<file path="config.mk">
export PLATFORM = sky130hd
export DESIGN_NAME = ext_width_adapter
export DESIGN_NICKNAME = d
export VERILOG_FILES = /design/src/rtl/ewa_pkg.sv /design/src/rtl/ewa_plan.sv /design/src/rtl/ewa_ctrl.sv /design/src/rtl/ewa_lanes.sv /design/src/rtl/ext_width_adapter.sv
export SDC_FILE = /design/constraint.sdc
export NUM_CORES = 1
export LEC_CHECK = 0
export ABC_AREA = 1
export BUFFER_PORTS_ARGS = -buffer_cell sky130_fd_sc_hd__buf_2
export CORE_MARGIN = 5
export CORE_UTILIZATION = 40
export CTS_CLUSTER_DIAMETER = 50
export DETAILED_ROUTE_END_ITERATION = 16
export GPL_ROUTABILITY_DRIVEN = 0
export PLACE_DENSITY = 0.63
export SLEW_MARGIN = 30
export SYNTH_ARGS = -nofsm -noshare
export SYNTH_HDL_FRONTEND = slang
export SYNTH_SLANG_ARGS = --single-unit
</file>
<file path="constraint.sdc">
create_clock -name clk -period 2.65 [get_ports clk]
set_clock_uncertainty 0.1 [all_clocks]
set_input_delay 0.1325 -clock clk [delete_from_list [all_inputs] [get_ports clk]]
set_output_delay 0.1325 -clock clk [all_outputs]
set_load 0.005 [all_outputs]
</file>
<file path="src/rtl/ewa_pkg.sv">
package ewa_pkg;
    localparam int WORD_W = 32;

    typedef enum logic [1:0] {
        LANE_8   = 2'd0,
        LANE_16  = 2'd1,
        LANE_32  = 2'd2,
        LANE_RSV = 2'd3
    } lane_e;

    typedef enum logic [1:0] {
        SPACE_A    = 2'd0,
        SPACE_B    = 2'd1,
        SPACE_IO   = 2'd2,
        SPACE_NONE = 2'd3
    } space_e;

    // lg: log2(piece bits / 8); last: index of final piece
    typedef struct packed {
        logic [1:0] lg;
        logic [1:0] last;
    } plan_t;

    function automatic logic [1:0] lane_norm(input logic [1:0] code);
        return (code == LANE_RSV) ? 2'(LANE_32) : code;
    endfunction

    function automatic logic [WORD_W-1:0] lane_mask(input logic [1:0] lg);
        logic [WORD_W-1:0] m;
        unique case (lg)
            2'd0:    m = 32'h0000_00FF;
            2'd1:    m = 32'h0000_FFFF;
            default: m = 32'hFFFF_FFFF;
        endcase
        return m;
    endfunction
endpackage

</file>
<file path="src/rtl/ewa_plan.sv">
module ewa_plan
    import ewa_pkg::*;
(
    input  logic [1:0] space,
    input  logic       fetch,
    input  logic       fetch_w16,
    input  logic [1:0] cfg_a_mem,
    input  logic [1:0] cfg_a_size,
    input  logic [1:0] cfg_b_mem,
    input  logic [1:0] cfg_b_size,
    output plan_t      plan
);
    logic [1:0] mem_c;
    logic [1:0] size_c;
    logic [1:0] lg;
    logic [1:0] ratio;

    always_comb begin
        unique case (space)
            SPACE_A: begin
                mem_c  = lane_norm(cfg_a_mem);
                size_c = lane_norm(cfg_a_size);
            end
            SPACE_B: begin
                mem_c  = lane_norm(cfg_b_mem);
                size_c = lane_norm(cfg_b_size);
            end
            default: begin
                mem_c  = 2'(LANE_32);
                size_c = 2'(LANE_32);
            end
        endcase
        if (fetch && (space != SPACE_IO)) begin
            size_c = 2'(LANE_32);
            mem_c  = fetch_w16 ? 2'(LANE_16) : 2'(LANE_32);
        end
        lg    = (mem_c < size_c) ? mem_c : size_c;
        ratio = size_c - lg;
        unique case (ratio)
            2'd0:    plan.last = 2'd0;
            2'd1:    plan.last = 2'd1;
            default: plan.last = 2'd3;
        endcase
        plan.lg = lg;
    end
endmodule

</file>
<file path="src/rtl/ewa_ctrl.sv">
module ewa_ctrl
    import ewa_pkg::*;
#(
    parameter int IO_SETUP = 2
) (
    input  logic       clk,
    input  logic       rst_n,
    input  logic       start_ok,
    input  logic       is_io,
    input  logic [1:0] last,
    input  logic       mem_rdy,
    output logic       start,
    output logic       strobe_on,
    output logic       capture,
    output logic       done,
    output logic [1:0] idx
);
    localparam int SETUP_N = (IO_SETUP < 1) ? 1 : IO_SETUP;
    localparam int SET_W   = $clog2(SETUP_N + 1);

    typedef enum logic [1:0] {
        ST_IDLE     = 2'd0,
        ST_IO_SETUP = 2'd1,
        ST_XFER     = 2'd2,
        ST_DONE     = 2'd3
    } state_e;

    state_e            state_q;
    state_e            state_d;
    logic [SET_W-1:0]  set_cnt_q;
    logic [1:0]        idx_q;

    always_comb begin
        state_d = state_q;
        unique case (state_q)
            ST_IDLE: begin
                if (start_ok) begin
                    state_d = (is_io && (IO_SETUP > 0)) ? ST_IO_SETUP : ST_XFER;
                end
            end
            ST_IO_SETUP: begin
                if (set_cnt_q == SET_W'(SETUP_N - 1)) state_d = ST_XFER;
            end
            ST_XFER: begin
                if (mem_rdy && (idx_q == last)) state_d = ST_DONE;
            end
            ST_DONE: state_d = ST_IDLE;
        endcase
    end

    always_ff @(posedge clk or negedge rst_n) begin
        if (!rst_n) state_q <= ST_IDLE;
        else        state_q <= state_d;
    end

    always_ff @(posedge clk or negedge rst_n) begin
        if (!rst_n) begin
            set_cnt_q <= '0;
            idx_q     <= '0;
        end else begin
            unique case (state_q)
                ST_IDLE: begin
                    set_cnt_q <= '0;
                    idx_q     <= '0;
                end
                ST_IO_SETUP: set_cnt_q <= set_cnt_q + 1'b1;
                ST_XFER: begin
                    if (mem_rdy && (idx_q != last)) idx_q <= idx_q + 1'b1;
                end
                ST_DONE: idx_q <= '0;
            endcase
        end
    end

    always_comb begin
        start     = 1'b0;
        strobe_on = 1'b0;
        capture   = 1'b0;
        done      = 1'b0;
        unique case (state_q)
            ST_IDLE:     start = start_ok;
            ST_IO_SETUP: ;
            ST_XFER: begin
                strobe_on = 1'b1;
                capture   = mem_rdy;
            end
            ST_DONE:     done = 1'b1;
        endcase
    end

    assign idx = idx_q;
endmodule

</file>
<file path="src/rtl/ewa_lanes.sv">
module ewa_lanes
    import ewa_pkg::*;
#(
    parameter int ADDR_W = 24
) (
    input  logic              clk,
    input  logic              rst_n,
    input  logic              start,
    input  logic              capture,
    input  logic [ADDR_W-1:0] core_addr,
    input  logic [WORD_W-1:0] core_wdata,
    input  logic              we,
    input  logic [1:0]        space,
    input  plan_t             plan,
    input  logic [1:0]        idx,
    input  logic [WORD_W-1:0] mem_rdata,
    output logic [ADDR_W-1:0] mem_addr,
    output logic [WORD_W-1:0] mem_wdata,
    output logic              we_q,
    output logic [1:0]        space_q,
    output logic [1:0]        last_q,
    output logic [WORD_W-1:0] rdata
);
    logic [ADDR_W-1:0] base_q;
    logic [WORD_W-1:0] wdata_q;
    logic [WORD_W-1:0] asm_q;
    plan_t             plan_q;
    logic [4:0]        sh;
    logic [WORD_W-1:0] pmask;

    always_ff @(posedge clk or negedge rst_n) begin
        if (!rst_n) begin
            base_q  <= '0;
            wdata_q <= '0;
            we_q    <= 1'b0;
            space_q <= '0;
            plan_q  <= '0;
            asm_q   <= '0;
        end else if (start) begin
            base_q  <= core_addr;
            wdata_q <= core_wdata;
            we_q    <= we;
            space_q <= space;
            plan_q  <= plan;
            asm_q   <= '0;
        end else if (capture) begin
            asm_q   <= asm_q | ((mem_rdata & pmask) << sh);
        end
    end

    always_comb begin
        sh        = 5'({idx, 3'b000}) << plan_q.lg;
        pmask     = lane_mask(plan_q.lg);
        mem_addr  = base_q + ADDR_W'(idx);
        mem_wdata = we_q ? ((wdata_q >> sh) & pmask) : '0;
    end

    assign last_q = plan_q.last;
    assign rdata  = asm_q;
endmodule

</file>
<file path="src/rtl/ext_width_adapter.sv">
module ext_width_adapter
    import ewa_pkg::*;
#(
    parameter int ADDR_W   = 24,
    parameter int IO_SETUP = 2
) (
    input  logic              clk,
    input  logic              rst_n,
    input  logic              core_req,
    input  logic              core_we,
    input  logic              core_fetch,
    input  logic [1:0]        core_space,
    input  logic [ADDR_W-1:0] core_addr,
    input  logic [31:0]       core_wdata,
    output logic              core_rdy,
    output logic [31:0]       core_rdata,
    input  logic              fetch_w16,
    input  logic [1:0]        cfg_a_mem,
    input  logic [1:0]        cfg_a_size,
    input  logic [1:0]        cfg_b_mem,
    input  logic [1:0]        cfg_b_size,
    output logic [2:0]        mem_strb,
    output logic [ADDR_W-1:0] mem_addr,
    output logic              mem_rd,
    output logic [31:0]       mem_wdata,
    input  logic [31:0]       mem_rdata,
    input  logic              mem_rdy
);
    plan_t      plan;
    logic       start_ok;
    logic       start;
    logic       strobe_on;
    logic       capture;
    logic       done;
    logic [1:0] idx;
    logic       we_q;
    logic [1:0] space_q;
    logic [1:0] last_q;

    assign start_ok = core_req && (core_space != SPACE_NONE);

    ewa_plan u_plan (
        .space      (core_space),
        .fetch      (core_fetch),
        .fetch_w16  (fetch_w16),
        .cfg_a_mem  (cfg_a_mem),
        .cfg_a_size (cfg_a_size),
        .cfg_b_mem  (cfg_b_mem),
        .cfg_b_size (cfg_b_size),
        .plan       (plan)
    );

    ewa_ctrl #(.IO_SETUP(IO_SETUP)) u_ctrl (
        .clk       (clk),
        .rst_n     (rst_n),
        .start_ok  (start_ok),
        .is_io     (core_space == SPACE_IO),
        .last      (last_q),
        .mem_rdy   (mem_rdy),
        .start     (start),
        .strobe_on (strobe_on),
        .capture   (capture),
        .done      (done),
        .idx       (idx)
    );

    ewa_lanes #(.ADDR_W(ADDR_W)) u_lanes (
        .clk        (clk),
        .rst_n      (rst_n),
        .start      (start),
        .capture    (capture),
        .core_addr  (core_addr),
        .core_wdata (core_wdata),
        .we         (core_we && !core_fetch),
        .space      (core_space),
        .plan       (plan),
        .idx        (idx),
        .mem_rdata  (mem_rdata),
        .mem_addr   (mem_addr),
        .mem_wdata  (mem_wdata),
        .we_q       (we_q),
        .space_q    (space_q),
        .last_q     (last_q),
        .rdata      (core_rdata)
    );

    assign mem_strb = strobe_on ? (3'b001 << space_q) : 3'b000;
    assign mem_rd   = !we_q;
    assign core_rdy = done;
endmodule

</file>
==> impl_metrics.yaml <==
synthesis:
  yosysMostFrequentCell: "nand2_1"
  ys_top_cells_by_count: "nand2_1, dfrtp_1, inv_1"
  synth_area_mm2: 0.00591
  netlist_top_cells_area: "dfrtp_1, nand2_1, nand3_1"
  synth_seq_area_share_pct: 42.8
  synth_edf_count: 0
  syn_avg_cell_area_um2: 7.01
  syn_inst: 843
  yosysTopAreaCellShare_pct: 42.8
  async_flop_share_pct: 100
  yosysUniqueCellTypes: 31
  ys_ff_latch: 101
  ys.warnings.count: 0
  synth_ff_type: "dfrtp_1"
  yosysTopAreaCell: "dfrtp_1"
  synth.net_count: 960
die:
  num_io_pins: 198
  coreArea_mm2: 0.0145
  die_w_um: 132
  initial_core_util_pct: 40.7
  die_h_um: 132
  dieArea_mm2: 0.0173
  rows: 44
timing:
  setup_viol: 0
  grt_setup_unrepaired: "no"
  setup_slack_ps: 226
  clock.fmax_mhz: 413
  relSlewSlack_pct: 62.4
  max_slew.worst_pin.slew_ps: 563
  slew_violations: 0
  hold_violations: 0
  timing.final.crit_share_pct: 91.5
  finalSetupTns_ps: 0
  period_needed_ps: 2420
global_route:
  grt_util_met2_pct: 34.9
  antenna_found_initial: 0
  grt_util_met3_pct: 5.01
  use_met1_pct: 27.0
  grt.overflow.total: 0
  grt_pass1_vias: 6014
  track_usage_pct: 21.1
  grt_max_degree: 87
  grt_pass1_wl_um: 30300
  top_usage_layer: "met2"
route:
  viasPerCell: 4.81
  post_drt_wl_per_cell_um: 14.5
  postRouteAntennaNets: 0
  via_count: 6133
  drcViolationCount: 0
  routed_wirelength_um: 18400
  drt_iter0_markers: 424
  dr.pass1.iters: 4
worst_setup_path:
  worstPathCellList: "ha_1 -> inv_1 -> fa_1 -> inv_1 -> nand3_4 -> nor2_4 -> nand3_1 -> xnor2_1 -> buf_2"
  slowest_stage: "fa_1"
  critical_path_depth: 9
  cp.required_ps: 2420
  ff2ff_path_depth: 7
  crit_top_cell: "inv_1"
  crit_buf_inv: 3
  start_kind: "flop"
  critical_path.top_delay_family: "adder cells"
  slowest_delay_ps: 420
  crit_path_end_kind: "output port"
  crit_arrival_ps: 2190
  cp_max_fo: 5
  worstSetupPathType: "reg2out"
finish:
  fin_nets: 1204
  insertedDiodeCount: 0
  area_growth_pct: 34.8
  drive_gt1_share_pct: 22.3
worst_hold_path:
  min_path_type: "in2reg"
  hold_path_depth: 5
clock_network:
  cts.clk_slew.worst_paths_ps: 70
  root_buffer: "clkbuf_16"
  postCtsSetupBuffers: 0
  clk_path_buf_depth: 2
  clock_sinks: 101
  h-tree-depth: 3
  cts_buffers: 9
  cts_tree: "built"
  insertion_delay_ps: 350
place:
  dp_slack_ps: 211
  dp_hpwl_um: 13300
  portBuffers: 197
power:
  leakage_uw: 0.00427
  p_per_area_mw_per_mm2: 1020
  irDropWorstVdd_mv: 0.478
job:
  maxCapViolCount: 0
status:
  status: "finished, final reports clean"
power breakdown:
group	leakage [µW]	internal (µW)	switching, µW
logic	0.00287	1560	2450
registers	0.00127	2260	569
clock network	0.000132	668	613
total	0.00427	4490	3630
cell type report:
cell class	count	area [µm²]
Fill cell	1502	6570
Sequential cell	101	2530
Clock inverter	6	45.0
Inverter	83	313
Clock buffer	10	239
Tap cell	184	230
Timing Repair Buffer	270	1730
Multi-Input combinational cell	622	2880
sequential cells by signal, indices dropped and copies added, names as in the netlist:
register,flops
u_ctrl.idx,2
u_ctrl.set_cnt_q,2
u_ctrl.state_q,2
u_lanes.base_q,24
u_lanes.last_q,2
u_lanes.plan_q,2
u_lanes.rdata,32
u_lanes.space_q,2
u_lanes.wdata_q,32
u_lanes.we_q,1
cell usage in the layout, fill, tap and decap left out, types with 7 or more instances in the layout:
master	netlist	final
o21ai_1	7	7
inv_1	78	78
xor2_1	11	11
clkbuf_16	0	9
nand2_1	318	318
buf_4	8	10
o21ai_0	51	51
nor3_1	18	18
nand3_1	65	64
a21oi_1	39	39
dlygate4sd3_1	0	61
nor2_1	69	67
ha_1	11	11
buf_2	18	196
dfrtp_1	101	101
xnor2_1	7	7
worst paths after layout:
path	from	endpoint	slack, ps
min in group asynchronous	rst_n	u_lanes.wdata_q[17]	210
hold / removal	mem_rdata[25]	u_lanes.rdata[25]	10
max in group asynchronous	rst_n	u_lanes.wdata_q[11]	1510
setup / recovery	u_ctrl.idx[0]	mem_addr[14]	230
hold reg to reg	u_lanes.rdata[1]	u_lanes.rdata[1]	390
setup reg to reg	u_ctrl.state_q[0]	u_lanes.we_q	660
stage by stage:
step / cell area (µm²) / std cells / total power [µW] / hold WS (ps) / util, %
floorplan: 5910 / 843 / 5370 / -263 / -
global placement: 7050 / 1199 / 6740 / 63.7 / 48.5
detailed placement: 7050 / 1199 / 6790 / 68.2 / 48.5
CTS: 7950 / 1276 / 8170 / 1.87 / 54.7
global route: 7970 / 1276 / 8860 / 17.2 / 54.8
finish: 7970 / 1276 / 8130 / 11.5 / 54.8
timing repair:
item | in CTS | in global routing
hold endpoints to repair | 98 | 0
gates resized for setup | 1 | 4
endpoints found under the setup margin | 1 | 4
hold buffers | 61 | 0
metal layers:
metal  vias to the layer above  wire (µm)
met5                         -          0
met4                         0        522
met3                        40       1100
met2                       198       8780
met1                      2766       8040
li1                       3129          -
worst min-delay path, cell delays in order:
cell and delay, ps:
buf_2 80, nand2_1 40, nand3_1 70, nand3_1 60, nand2_1 50
kinds of logic after synthesis:
family	Yosys count	synth area share (%)
XOR/XNOR	18	2.67
AND/OR/NAND/NOR	488	34.0
adder cells (fa/ha/maj)	12	2.67
flip-flops	101	42.8
AO/OA/AOI/OAI	104	9.10
buffers and inverters	120	8.81
No activity file was read; power rests on OpenSTA's default activity.
